--- config.mk ---
export PLATFORM = sky130hd
export DESIGN_NAME = sigcmp_top
export DESIGN_NICKNAME = d
export VERILOG_FILES = /design/src/rtl/sigcmp_pkg.sv /design/src/rtl/sigcmp_strobe_sync.sv /design/src/rtl/sigcmp_cap_fifo.sv /design/src/rtl/sigcmp_ref_store.sv /design/src/rtl/sigcmp_top.sv
export SDC_FILE = /design/constraint.sdc
export NUM_CORES = 1
export LEC_CHECK = 0
export ABC_AREA = 0
export BUFFER_PORTS_ARGS = -buffer_cell sky130_fd_sc_hd__buf_2
export CAP_MARGIN = 10
export CORE_UTILIZATION = 60
export DETAILED_ROUTE_END_ITERATION = 10
export PLACE_DENSITY = 0.77
export SLEW_MARGIN = 20
export SYNTH_ARGS = -nofsm -noshare
export SYNTH_HDL_FRONTEND = slang
export SYNTH_SLANG_ARGS = --single-unit
--- constraint.sdc ---
create_clock -name clk -period 6.5 [get_ports clk]
set_clock_uncertainty 0.1 [all_clocks]
set_input_delay 0.325 -clock clk [delete_from_list [all_inputs] [get_ports clk]]
set_output_delay 0.325 -clock clk [all_outputs]
set_load 0.01 [all_outputs]
--- src/rtl/sigcmp_pkg.sv ---
package sigcmp_pkg;
    localparam int CYC_W = 16;
    localparam int PIN_W = 8;

    typedef struct packed {
        logic [CYC_W-1:0] cyc;
        logic [PIN_W-1:0] pins;
    } cap_entry_t;

    typedef struct packed {
        logic [CYC_W-1:0] cyc;
        logic [PIN_W-1:0] expect_pins;
    } ref_entry_t;

    localparam int ENTRY_W = $bits(cap_entry_t);

    function automatic logic same_cycle(cap_entry_t c, ref_entry_t r);
        return c.cyc == r.cyc;
    endfunction

    function automatic logic pins_differ(cap_entry_t c, ref_entry_t r);
        return c.pins != r.expect_pins;
    endfunction
endpackage

--- src/rtl/sigcmp_strobe_sync.sv ---
module sigcmp_strobe_sync (
    input  logic clk,
    input  logic rst,
    input  logic strobe_async,
    output logic strobe_rise
);
    logic meta_q, sync_q, prev_q;

    always_ff @(posedge clk) begin
        if (rst) begin
            meta_q <= 1'b0;
            sync_q <= 1'b0;
            prev_q <= 1'b0;
        end else begin
            meta_q <= strobe_async;
            sync_q <= meta_q;
            prev_q <= sync_q;
        end
    end

    assign strobe_rise = sync_q & ~prev_q;
endmodule

--- src/rtl/sigcmp_cap_fifo.sv ---
module sigcmp_cap_fifo #(
    parameter int WIDTH = 24,
    parameter int DEPTH = 4
) (
    input  logic             clk,
    input  logic             rst,
    input  logic             flush,
    input  logic             push,
    input  logic [WIDTH-1:0] din,
    input  logic             pop,
    output logic [WIDTH-1:0] dout,
    output logic             empty,
    output logic             full
);
    localparam int AW = (DEPTH > 1) ? $clog2(DEPTH) : 1;

    logic [WIDTH-1:0] mem [DEPTH];
    logic [AW-1:0]    wp, rp;
    logic [AW:0]      fill;

    assign empty = (fill == '0);
    assign full  = (fill == (AW+1)'(DEPTH));
    assign dout  = mem[rp];

    wire do_push = push && !full;
    wire do_pop  = pop && !empty;

    always_ff @(posedge clk) begin
        if (do_push) mem[wp] <= din;
    end

    always_ff @(posedge clk) begin
        if (rst || flush) begin
            wp   <= '0;
            rp   <= '0;
            fill <= '0;
        end else begin
            if (do_push) wp <= (wp == AW'(DEPTH-1)) ? '0 : wp + 1'b1;
            if (do_pop)  rp <= (rp == AW'(DEPTH-1)) ? '0 : rp + 1'b1;
            fill <= fill + (AW+1)'(do_push) - (AW+1)'(do_pop);
        end
    end
endmodule

--- src/rtl/sigcmp_ref_store.sv ---
module sigcmp_ref_store
    import sigcmp_pkg::*;
#(
    parameter int DEPTH = 16
) (
    input  logic       clk,
    input  logic       rst,
    input  logic       wr_en,
    input  ref_entry_t wr_entry,
    input  logic       rewind,
    input  logic       advance,
    output ref_entry_t head,
    output logic       all_done
);
    localparam int AW = (DEPTH > 1) ? $clog2(DEPTH) : 1;

    ref_entry_t  mem [DEPTH];
    logic [AW:0] wr_cnt, rd_idx;

    assign all_done = (rd_idx == wr_cnt);
    assign head     = mem[rd_idx[AW-1:0]];

    always_ff @(posedge clk) begin
        if (wr_en && wr_cnt < (AW+1)'(DEPTH)) mem[wr_cnt[AW-1:0]] <= wr_entry;
    end

    always_ff @(posedge clk) begin
        if (rst) begin
            wr_cnt <= '0;
            rd_idx <= '0;
        end else begin
            if (wr_en && wr_cnt < (AW+1)'(DEPTH)) wr_cnt <= wr_cnt + 1'b1;
            if (rewind)                           rd_idx <= '0;
            else if (advance && !all_done)        rd_idx <= rd_idx + 1'b1;
        end
    end
endmodule

--- src/rtl/sigcmp_top.sv ---
module sigcmp_top
    import sigcmp_pkg::*;
#(
    parameter int REF_DEPTH = 16,
    parameter int CAP_DEPTH = 4
) (
    input  logic             clk,
    input  logic             rst,
    input  logic             ref_wr_en,
    input  logic [CYC_W-1:0] ref_wr_cycle,
    input  logic [PIN_W-1:0] ref_wr_pins,
    input  logic             run_start,
    input  logic             run_end,
    input  logic             strobe_in,
    input  logic [PIN_W-1:0] pins_in,
    output logic             trigger,
    output logic             err
);
    logic             strobe_rise;
    logic [CYC_W-1:0] cyc_q;
    logic             cap_push, cap_pop, cap_empty, cap_full;
    cap_entry_t       cap_in, cap_head;
    logic [ENTRY_W-1:0] cap_raw;
    ref_entry_t       ref_head, ref_wr;
    logic             ref_done, ref_adv;
    logic             mism_q, ovf_q, pend_q, err_q, trig_q;

    sigcmp_strobe_sync u_sync (
        .clk(clk), .rst(rst), .strobe_async(strobe_in), .strobe_rise(strobe_rise)
    );

    assign cap_push    = strobe_rise && !run_start;
    assign cap_in.cyc  = cyc_q;
    assign cap_in.pins = pins_in;

    sigcmp_cap_fifo #(.WIDTH(ENTRY_W), .DEPTH(CAP_DEPTH)) u_cap (
        .clk(clk), .rst(rst), .flush(run_start),
        .push(cap_push), .din(cap_in),
        .pop(cap_pop), .dout(cap_raw),
        .empty(cap_empty), .full(cap_full)
    );
    assign cap_head = cap_entry_t'(cap_raw);

    assign ref_wr.cyc         = ref_wr_cycle;
    assign ref_wr.expect_pins = ref_wr_pins;

    sigcmp_ref_store #(.DEPTH(REF_DEPTH)) u_ref (
        .clk(clk), .rst(rst), .wr_en(ref_wr_en), .wr_entry(ref_wr),
        .rewind(run_start), .advance(ref_adv),
        .head(ref_head), .all_done(ref_done)
    );

    // Comparator: one captured entry is retired per clock.
    assign cap_pop = !cap_empty && !run_start;
    assign ref_adv = cap_pop && !ref_done && same_cycle(cap_head, ref_head);

    wire decide  = pend_q && cap_empty;
    wire pass_ok = !mism_q && ref_done && !ovf_q && !err_q;

    always_ff @(posedge clk) begin
        if (rst || run_start) begin
            cyc_q  <= '0;
            mism_q <= 1'b0;
            ovf_q  <= 1'b0;
            pend_q <= 1'b0;
            err_q  <= 1'b0;
            trig_q <= 1'b0;
        end else begin
            if (strobe_rise)              cyc_q  <= cyc_q + 1'b1;
            if (cap_push && cap_full)     ovf_q  <= 1'b1;
            if (ref_adv && pins_differ(cap_head, ref_head)) mism_q <= 1'b1;
            trig_q <= 1'b0;
            if (decide) begin
                pend_q <= 1'b0;
                trig_q <= pass_ok;
                err_q  <= err_q | !ref_done | ovf_q;
            end else if (run_end) begin
                pend_q <= 1'b1;
            end
        end
    end

    assign trigger = trig_q;
    assign err     = err_q;
endmodule

==> flow_summary.json <==
{
  "outcome": "finished clean",
  "root_buffer": "clkbuf_16",
  "wl_um": 43280,
  "cts_buffer_depth": 3,
  "cts_resized": 0,
  "die_h_um": 187.7,
  "dp_hpwl_um": 24200,
  "yosys_warnings": 0,
  "regArea_mm2": 0.01537,
  "fillers": 2108,
  "final_common_cell": "edfxtp_1",
  "rrSetupSlack_ns": 2.01,
  "power_density_mw_per_mm2": 285.0,
  "seq_area_frac_synth_pct": 74.18,
  "worst_ep_arrival_time_ns": 4.79,
  "period_share_pct": 69.00,
  "cp-endpoint": "mism_q$_SDFFE_PP0P_",
  "vias": 10388,
  "port_buffers": 39,
  "ir_drop_uv": 218.5,
  "post_drt_via_cell_ratio": 6.393,
  "worstPathRequired_ns": 6.81,
  "synth_top_area_share_pct": 69.63,
  "hold_path_class": "in2reg",
  "reg2reg_to": "mism_q$_SDFFE_PP0P_",
  "clock_sinks": 527,
  "syn_area_per_cell_um2": 19.47,
  "area_growth_pct": 11.98,
  "relSlewSlack_pct": 23.57,
  "cts_buffers": 50,
  "multiInputGateArea_mm2": 0.005131,
  "start_kind": "flip-flop",
  "antenna_found_initial": 1,
  "synth_flop_cell": "edfxtp_1",
  "grt-ovfl-total": 0,
  "tritoncts": "built",
  "first_pass_iters": 5,
  "slew_viol_final": 0,
  "synth_area_leaders": "edfxtp_1 (70%), mux4_2 (12%), dfxtp_1 (4.5%)",
  "grt_usage_pct": 25.53,
  "worstRegToRegCells": 8,
  "p_leak_nw": 7.257,
  "crit_chain": "buf_4 -> mux4_2 -> a22o_1 -> a221oi_1 -> xnor2_1 -> or4_1 -> a2111oi_1 -> o31ai_1",
  "fin_crit_ns": 4.485,
  "place.gp.congestion": 0.8408,
  "max_slew.worst_pin.slew_ns": 1.144,
  "grt_pass1_wl_um": 65400,
  "drt-initial-drc-count": 1155,
  "final_cell_area_mm2": 0.02318,
  "mostFrequentLayoutCells": "edfxtp_1 (480), mux4_2 (106), clkbuf_16 (53), mux2i_1 (51), nor2_1 (44)",
  "ys_seq_elements": 527,
  "yosys.area.top_type": "edfxtp_1",
  "post_drt_wl_per_cell_um": 26.63,
  "initial_core_util_pct": 61.42,
  "dieWidth_um": 187.7,
  "synth_cell_type_count": 58,
  "maxCapViolCount": 0,
  "pre_cts_slack_ns": 1.925,
  "setup_tns_ns": 0,
  "die-area_mm2": 0.03525,
  "cts-htree-levels": 2,
  "synth-edff-count": 480,
  "clk_pin_slew_worst_paths_ns": 0.06,
  "fmax_mhz": 223.0,
  "slowest_delay_ns": 0.90,
  "netlist_area_mm2": 0.02070,
  "drive_gt1_share_pct": 22.02,
  "synthesis.nets": 1115,
  "finalHoldViolCount": 0,
  "crit_path_end_kind": "flip-flop",
  "synthArstFlopShare_pct": 0,
  "synthCells": 1063,
  "grt_start_max_net_pins": 52,
  "setup_violations": 0,
  "timing.final.ws_setup_ns": 2.015,
  "rsz0062_at_grt": "no",
  "io_pins": 40,
  "hold_slack_ns": 0.03445,
  "drc_errors": 0,
  "post_dp_cell_area_mm2": 0.02146,
  "rows": 67,
  "cp_slowest_cell": "a2111oi_1",
  "clk-insertion-delay-late_ns": 0.57,
  "first_global_vias": 10718,
  "ant_nets": 0,
  "core_area_mm2": 0.03370,
  "nets": 1189,
  "critPathMaxFanout": 49,
  "criticalPathCategory": "reg2reg"
}
Yosys cell counts (all sizes together), types with 3 or more instances:
| library cell | instances |
|---|---|
| a221oi | 7 |
| a21oi | 23 |
| nand2 | 32 |
| a2111oi | 3 |
| mux2i | 51 |
| mux4 | 111 |
| or4 | 3 |
| mux2 | 5 |
| xor2 | 22 |
| nor2 | 56 |
| or3 | 11 |
| nor3 | 13 |
| nand2b | 6 |
| and3 | 8 |
| a31oi | 3 |
| nor2b | 14 |
| edfxtp | 480 |
| a22o | 5 |
| nand3 | 6 |
| o21ai | 19 |
| ha | 13 |
| buf | 35 |
| and2 | 13 |
| clkbuf | 14 |
| a22oi | 6 |
| o22ai | 4 |
| xnor2 | 14 |
| inv | 10 |
| dfxtp | 47 |
| nand4 | 8 |
sequential cells by signal, summed over array words and instances (netlist names), 2 cells and up, named ones only:
signal and cells:
cyc_q 16, u_cap.wp 2, u_cap.rp 2, u_cap.mem 96
u_cap.fill 3, u_ref.mem 384, u_ref.wr_cnt 5, u_ref.rd_idx 5
stage by stage:
stage                     util, %  total power, mW  cells
after floorplan                 -            3.894   1063
after CTS                   68.53            6.633   1621
after detailed placement    63.67            3.977   1518
final                       68.78            6.607   1625
after global routing        68.78            6.791   1624
after global placement      63.51            3.970   1516
area by class of cell:
class | count | share of cell area (%)
Clock buffer | 74 | 6.235
Tap cell | 448 | 2.418
Timing Repair Buffer | 71 | 2.440
Antenna cell | 1 | 0.01080
Multi-Input combinational cell | 477 | 22.14
Inverter | 10 | 0.1619
Sequential cell | 527 | 66.30
Clock inverter | 17 | 0.3023
how the worst min path moves through the flow:
stage                     slack (ns)  cells after the start                          end                      from
after detailed placement        0.32                      1     u_sync.sync_q$_SDFF_PP0_  u_sync.meta_q$_SDFF_PP0_
after CTS                       0.02                      1   u_ref.mem[6][23]$_DFFE_PP_          ref_wr_cycle[15]
after floorplan                 0.31                      1     u_sync.sync_q$_SDFF_PP0_  u_sync.meta_q$_SDFF_PP0_
final                           0.03                      1  u_ref.mem[13][14]$_DFFE_PP_           ref_wr_cycle[6]
after global routing            0.03                      1    u_ref.mem[2][0]$_DFFE_PP_            ref_wr_pins[0]
after global placement          0.32                      1     u_sync.sync_q$_SDFF_PP0_  u_sync.meta_q$_SDFF_PP0_
layer usage:
metal | routed length [µm] | track usage [%]
met1 | 17580 | 36.15
met2 | 21440 | 41.00
met3 | 3034 | 4.043
met4 | 1228 | 9.068
met5 | 0 | 0
report_power, final:
| group | internal [mW] | switching [mW] | leakage, nW |
|---|---|---|---|
| Combinational | 0.0625 | 0.113 | 1.82 |
| Sequential | 3.72 | 0.0133 | 4.70 |
| Clock | 1.53 | 1.17 | 0.740 |
critical path, delay by kind of cell (launching register included):
kind                   cells  cell delay (ns)
AO/OA/AOI/OAI              4             1.81
XOR/XNOR                   1             0.12
buffers and inverters      1             0.59
flip-flops                 1             0.81
multiplexers               1             0.39
AND/OR/NAND/NOR            1             0.48
timing repair:
item	CTS	global route
buffers inserted	0	0
hold buffers	12	0
setup endpoints to repair	0	0
endpoints found under the hold margin	41	0
cells by family after synthesis:
family | after synthesis | share of synthesized area, %
simple gates | 177 | 4.286
compound gates | 83 | 2.654
mux | 167 | 14.91
xor+xnor | 36 | 1.523
buf+inv | 59 | 1.572
flops | 527 | 74.18
fa+ha+maj | 14 | 0.8825
Power figures use the tool's default switching activity.
